### config.mk
export PLATFORM = sky130hd
export DESIGN_NAME = subcarrier_nco
export DESIGN_NICKNAME = d
export VERILOG_FILES = /design/src/rtl/scnco_pkg.sv /design/src/rtl/scnco_regfile.sv /design/src/rtl/scnco_accum.sv /design/src/rtl/scnco_phase_sum.sv /design/src/rtl/subcarrier_nco.sv
export SDC_FILE = /design/constraint.sdc
export NUM_CORES = 1
export LEC_CHECK = 0
export BUFFER_PORTS_ARGS = -buffer_cell sky130_fd_sc_hd__buf_2
export CELL_PAD_IN_SITES_DETAIL_PLACEMENT = 0
export CELL_PAD_IN_SITES_GLOBAL_PLACEMENT = 1
export CORE_MARGIN = 1.5
export CORE_UTILIZATION = 45
export DETAILED_ROUTE_END_ITERATION = 6
export HOLD_SLACK_MARGIN = 0.12
export PLACE_DENSITY = 0.76
export SLEW_MARGIN = 20
export SYNTH_ARGS = -nofsm -noshare
export SYNTH_HDL_FRONTEND = slang
export SYNTH_SLANG_ARGS = --single-unit
### constraint.sdc
create_clock -name clk -period 2.68 [get_ports clk]
set_clock_uncertainty 0.15 [all_clocks]
set_input_delay 0.134 -clock clk [delete_from_list [all_inputs] [get_ports clk]]
set_output_delay 0.134 -clock clk [all_outputs]
set_load 0.1 [all_outputs]
### src/rtl/scnco_pkg.sv
package scnco_pkg;
    localparam int unsigned BYTE_W   = 8;
    localparam int unsigned WORD_W   = 32;
    localparam int unsigned CFG_AW   = 3;
    // Power-up tuning word: NTSC pattern with a low byte of 0x16
    localparam logic [WORD_W-1:0] WORD_RST = 32'h21F0_7C16;
endpackage

### src/rtl/scnco_regfile.sv
module scnco_regfile #(
    parameter int unsigned WORD_W = 32,
    parameter int unsigned AW     = 3,
    parameter logic [WORD_W-1:0] RST_WORD = 32'h21F0_7C16
) (
    input  logic              clk,
    input  logic              rst_n,
    input  logic              cfg_we,
    input  logic [AW-1:0]     cfg_addr,
    input  logic [7:0]        cfg_wdata,
    output logic [WORD_W-1:0] word_q,
    output logic [7:0]        ofs_q
);
    localparam int unsigned NB = WORD_W / 8;
    localparam logic [AW-1:0] TOP_ADDR = AW'(NB - 1);
    localparam logic [AW-1:0] OFS_ADDR = AW'(NB);

    typedef struct packed {
        logic [NB-1:0][7:0] stage;
        logic [WORD_W-1:0]  word;
        logic [7:0]         ofs;
    } rf_t;

    rf_t rf_d, rf_q;
    logic [NB-1:0] byte_hit;

    for (genvar gi = 0; gi < NB; gi++) begin : g_byte_dec
        assign byte_hit[gi] = cfg_we && (cfg_addr == AW'(gi));
    end

    always_comb begin
        rf_d = rf_q;
        for (int i = 0; i < NB; i++) begin
            if (byte_hit[i]) rf_d.stage[i] = cfg_wdata;
        end
        if (byte_hit[NB-1]) rf_d.word = {cfg_wdata, rf_q.stage[NB-2:0]};
        if (cfg_we && cfg_addr == OFS_ADDR) rf_d.ofs = cfg_wdata;
    end

    always_ff @(posedge clk or negedge rst_n) begin
        if (!rst_n) rf_q <= {RST_WORD, RST_WORD, 8'h00};
        else        rf_q <= rf_d;
    end

    assign word_q = rf_q.word;
    assign ofs_q  = rf_q.ofs;

    // running word holds unless the top byte is written
    p_word_hold_r3: assert property (@(posedge clk) disable iff (!rst_n)
        !(cfg_we && cfg_addr == TOP_ADDR) |=> $stable(word_q));
    // top-byte write commits written byte over the staged lower bytes
    p_word_commit_r4: assert property (@(posedge clk) disable iff (!rst_n)
        (cfg_we && cfg_addr == TOP_ADDR) |=>
            word_q == {$past(cfg_wdata), $past(rf_q.stage[NB-2:0])});
    // offset loads from its own address
    p_ofs_load_r8: assert property (@(posedge clk) disable iff (!rst_n)
        (cfg_we && cfg_addr == OFS_ADDR) |=> ofs_q == $past(cfg_wdata));
    // offset untouched by any other access
    p_ofs_hold_r2: assert property (@(posedge clk) disable iff (!rst_n)
        !(cfg_we && cfg_addr == OFS_ADDR) |=> $stable(ofs_q));
endmodule

### src/rtl/scnco_accum.sv
module scnco_accum #(
    parameter int unsigned WORD_W = 32,
    parameter int unsigned OUT_W  = 8
) (
    input  logic              clk,
    input  logic              rst_n,
    input  logic              clr,
    input  logic [WORD_W-1:0] word,
    output logic [OUT_W-1:0]  acc_top
);
    typedef struct packed {
        logic [WORD_W-1:0] acc;
    } ac_t;

    ac_t ac_d, ac_q;

    always_comb begin
        ac_d = ac_q;
        if (clr) ac_d.acc = '0;
        else     ac_d.acc = ac_q.acc + word;
    end

    always_ff @(posedge clk or negedge rst_n) begin
        if (!rst_n) ac_q <= '0;
        else        ac_q <= ac_d;
    end

    assign acc_top = ac_q.acc[WORD_W-1 -: OUT_W];

    // clear empties the accumulator at the next edge
    p_clear_zero_r7: assert property (@(posedge clk) disable iff (!rst_n)
        clr |=> ac_q.acc == '0);
    // otherwise it advances by exactly the running word
    p_step_word_r5: assert property (@(posedge clk) disable iff (!rst_n)
        !clr |=> ac_q.acc == $past(ac_q.acc) + $past(word));
endmodule

### src/rtl/scnco_phase_sum.sv
module scnco_phase_sum #(
    parameter int unsigned OUT_W = 8
) (
    input  logic [OUT_W-1:0] acc_top,
    input  logic [OUT_W-1:0] ofs,
    output logic [OUT_W-1:0] phase
);
    assign phase = acc_top + ofs;
endmodule

### src/rtl/subcarrier_nco.sv
module subcarrier_nco
    import scnco_pkg::*;
(
    input  logic              clk,
    input  logic              rst_n,
    input  logic              cfg_we,
    input  logic [CFG_AW-1:0] cfg_addr,
    input  logic [7:0]        cfg_wdata,
    input  logic              phase_clear,
    output logic [7:0]        phase_out
);
    logic [WORD_W-1:0] word_run;
    logic [7:0]        ofs_run;
    logic [7:0]        acc_top;

    scnco_regfile #(.WORD_W(WORD_W), .AW(CFG_AW), .RST_WORD(WORD_RST)) u_regs (
        .clk(clk), .rst_n(rst_n), .cfg_we(cfg_we), .cfg_addr(cfg_addr),
        .cfg_wdata(cfg_wdata), .word_q(word_run), .ofs_q(ofs_run)
    );

    scnco_accum #(.WORD_W(WORD_W), .OUT_W(8)) u_acc (
        .clk(clk), .rst_n(rst_n), .clr(phase_clear), .word(word_run),
        .acc_top(acc_top)
    );

    scnco_phase_sum #(.OUT_W(8)) u_sum (
        .acc_top(acc_top), .ofs(ofs_run), .phase(phase_out)
    );
endmodule

==> impl_results.md <==
* Post-synth design cell area at 5568 um2
* P&R area growth vs syn at 17.12%
* P per Cell Area at 1272 nW/um2
* Die Y at 114.2 um
* Synth Net Count at around 570
* Top post-synthesis cells by count: dfrtp_1 (70), mux2_2 (66), a21oi_1 (43)
* I/O Buffers at 22
* Pwr Total at 8.296 mW
* CTS clk-pin slew, worst paths at 0.08 ns
* Most frequent CP cell: a21oi_1
* Mean post-synth cell area at 10.73 um2
* Max-Cap Viols at 0
* Most frequent cell after synthesis: dfrtp_1
* Dpl hpwl at 9656 um
* Initial antenna violation count at 0
* Tcrit/Tclk final at 0.9749
* Slowest cell on the critical path: or4_1
* CP Cell Sequence: buf_4 -> ha_1 -> a21oi_1 -> o21ai_1 -> or4_1 -> o21a_1 -> a21o_1 -> a21oi_1
* Ratio of cells with drive above 1 in the final layout at 0.3059
* Antenna-violating nets left at 0
* Drt drc at 0
* Largest net degree at the start of global routing at between 70 and 80
* # clock sinks at 96
* EDFF count, synth at 0
* RSZ-0062 raised after global routing: yes
* Final net count at just over 600
* Leak at 2.859 nW
* Tmin final at between 2 and 3 ns
* Die width at 114.2 um
* Gr usage total at 0.2192
* Max IR drop VDD at 1812 uV
* Post-synthesis register bit count at 96
* Number of global-route vias before repair at 4085
* Delay-heaviest family, CP: compound AO/OA/AOI/OAI gates
* Critical Path RT at 2.79 ns
* Most common flop cell mapped by yosys: dfrtp_1
* Slew Viols, Final at 0
* Synthesis Warnings at 0
* Core Box Area at approximately 12000 um2
* Yosys cell types at 56
* Final Hold Viols at 0
* Hold slack at between 0.1 and 0.15 ns
* Crit Path Max Fanout at 4
* Root Buffer Master: clkbuf_16
* Drt total wl at between 10000 and 15000 um
* CP Launch Type: register
* Row count at 40
* Via count at 4166
* WP buf/inv at 1
* Routability cong. at 0.9063
* Die ar. at 13050 um2
* Synth area leaders: dfrtp_1 (31%), mux2_2 (13%), dfstp_2 (12%), ha_1 (8.5%), a21oi_1 (3.9%)
* Cell count after synthesis at slightly above 500
* Max frequency at 0.3827 GHz
* Max-Slew Margin vs Limit at 0.4424
* Final setup violation count at 0
* Critical path's largest stage delay at 0.56 ns
* Critical path type: register to register
* Post-synth top area share at 0.3146
* Initial core utilization at 0.4616
* Num ports at 23
* Register area share after synthesis at 0.4373
* Vias per cell at 5.630
* Initial DRC Count at 250
* Outcome: finished, final reports clean
* Crit path DAT at around 2.7 ns
* Max clock buf depth at 2
* Detailed Routing Iterations Pass 1 at 4
* Area leader, netlist: dfrtp_1
* First-pass GRT wire length at ~22000 um
* Min-delay worst type: input port to register
* TritonCTS clock tree: built
* Worst slew pin tran at around 0.84 ns
* Clk_lat worst skew at 0.36 ns
* Critical path endpoint category: register
* Ant. Diodes at 0
* GRT overflow at 0
* DR WL/cell at 18.26 um
* TritonCTS buffer count at 9
* Async S/R FF share, synth at 1.000
* H-Tree Level Count at 3
## cells in the final DEF (no fill, tap or decap), drive strengths merged, types with 2 or more instances in the layout
cell type,n
dfrtp,70
mux2,70
a21oi,43
buf,39
ha,38
nor2,34
nand2,33
o21ai,28
dfstp,26
nor3,22
inv,17
nor2b,14
xnor2,14
o21a,13
dlygate4sd3,13
nand3,10
clkbuf,10
a21o,9
nand4,9
a211oi,7
o21bai,4
xor2,4
a2111oi,4
nand2b,3
and3,3
or4,3
o211ai,2
and2,2
o221ai,2
o22ai,2
a41oi,2
o41ai,2
o31a,2
nor3b,2
fa,2
clkinv,2
## cells by family (layout without fill, tap and decap cells)
kind of cell,count (synthesis),count (layout),share of synthesized area
DFF,96,96,0.4373
and+or+nand+nor,140,140,0.1261
buffers and inverters,29,82,0.02135
muxes,70,70,0.1416
xor gates and xnor gates,18,18,0.02831
AOI/OAI and AO/OA,126,126,0.1528
adders and majority gates,40,40,0.09259
## worst paths after layout
| path | startpoint | depth (start not counted) | slack, ns | end |
|---|---|---|---|---|
| max in group asynchronous | rst_n | 4 | 0.38 | u_acc.ac_q[12] |
| setup / recovery | u_acc.ac_q[24] | 8 | 0.07 | u_acc.ac_q[25] |
| setup reg to reg | u_acc.ac_q[24] | 8 | 0.07 | u_acc.ac_q[25] |
| hold / removal | cfg_addr[1] | 3 | 0.15 | u_regs.rf_q[42] |
| min in group asynchronous | rst_n | 3 | 0.57 | u_acc.ac_q[29] |
| hold reg to reg | u_regs.rf_q[56] | 1 | 0.35 | u_regs.word_q[16] |
## worst min-delay path, delay by kind of cell
kind	cells	cell delay [ns]
simple gates	1	0.12
buf+inv	1	0.13
mux	1	0.24
## flip-flops by register name (all words and copies together) (netlist names)
| name | count |
|---|---|
| u_acc.ac_q | 32 |
| u_regs.word_q | 32 |
| u_regs.rf_q | 24 |
| u_regs.ofs_q | 8 |
## cell type report
class                   count  area, um2
multi-input cells         394       3100
inverters                  13      48.80
flip-flops and latches     96       2435
fillers                  1069       5540
clock buffers               9      225.2
well taps                 168      210.2
repair buffers             53      437.9
clock inverters             7      63.81
## layer usage
metal | track usage | vias up | part of all wire
li1 | - | 2001 | -
met1 | 0.2815 | 2083 | 0.45
met2 | 0.3803 | 73 | 0.50
met3 | 0.04711 | 9 | 0.038
met4 | 0.05000 | 0 | 0.0093
met5 | 0 | - | 0
## power by group
part	leakage [nW]	switching [mW]	internal, mW
combinational	1.57	2.92	1.83
sequential	1.15	0.292	1.99
clock	0.140	0.619	0.650
total	2.86	3.83	4.47
## through the flow
step | std cells | setup TNS (ns) | util | setup WS [ns] | instance area [um2]
2_1_floorplan | 519 | 0 | - | 0.002151 | 5605
3_3_place_gp | 706 | 0 | 0.4985 | 0.06563 | 6013
3_5_place_dp | 706 | 0 | 0.4985 | 0.02815 | 6013
4_1_cts | 739 | 0 | 0.5386 | 0.004265 | 6496
5_1_grt | 740 | -0.03909 | 0.5407 | -0.02715 | 6521
6_report | 740 | 0 | 0.5407 | 0.06732 | 6521
## repair_timing
item	in CTS	in global routing
pin swaps	6	10
hold endpoints to repair	114	0
buffers inserted	4	1
endpoints found under the setup margin	3	10
gates resized for setup	6	8
hold buffers	13	0
No activity file was read; power rests on OpenSTA's default activity.
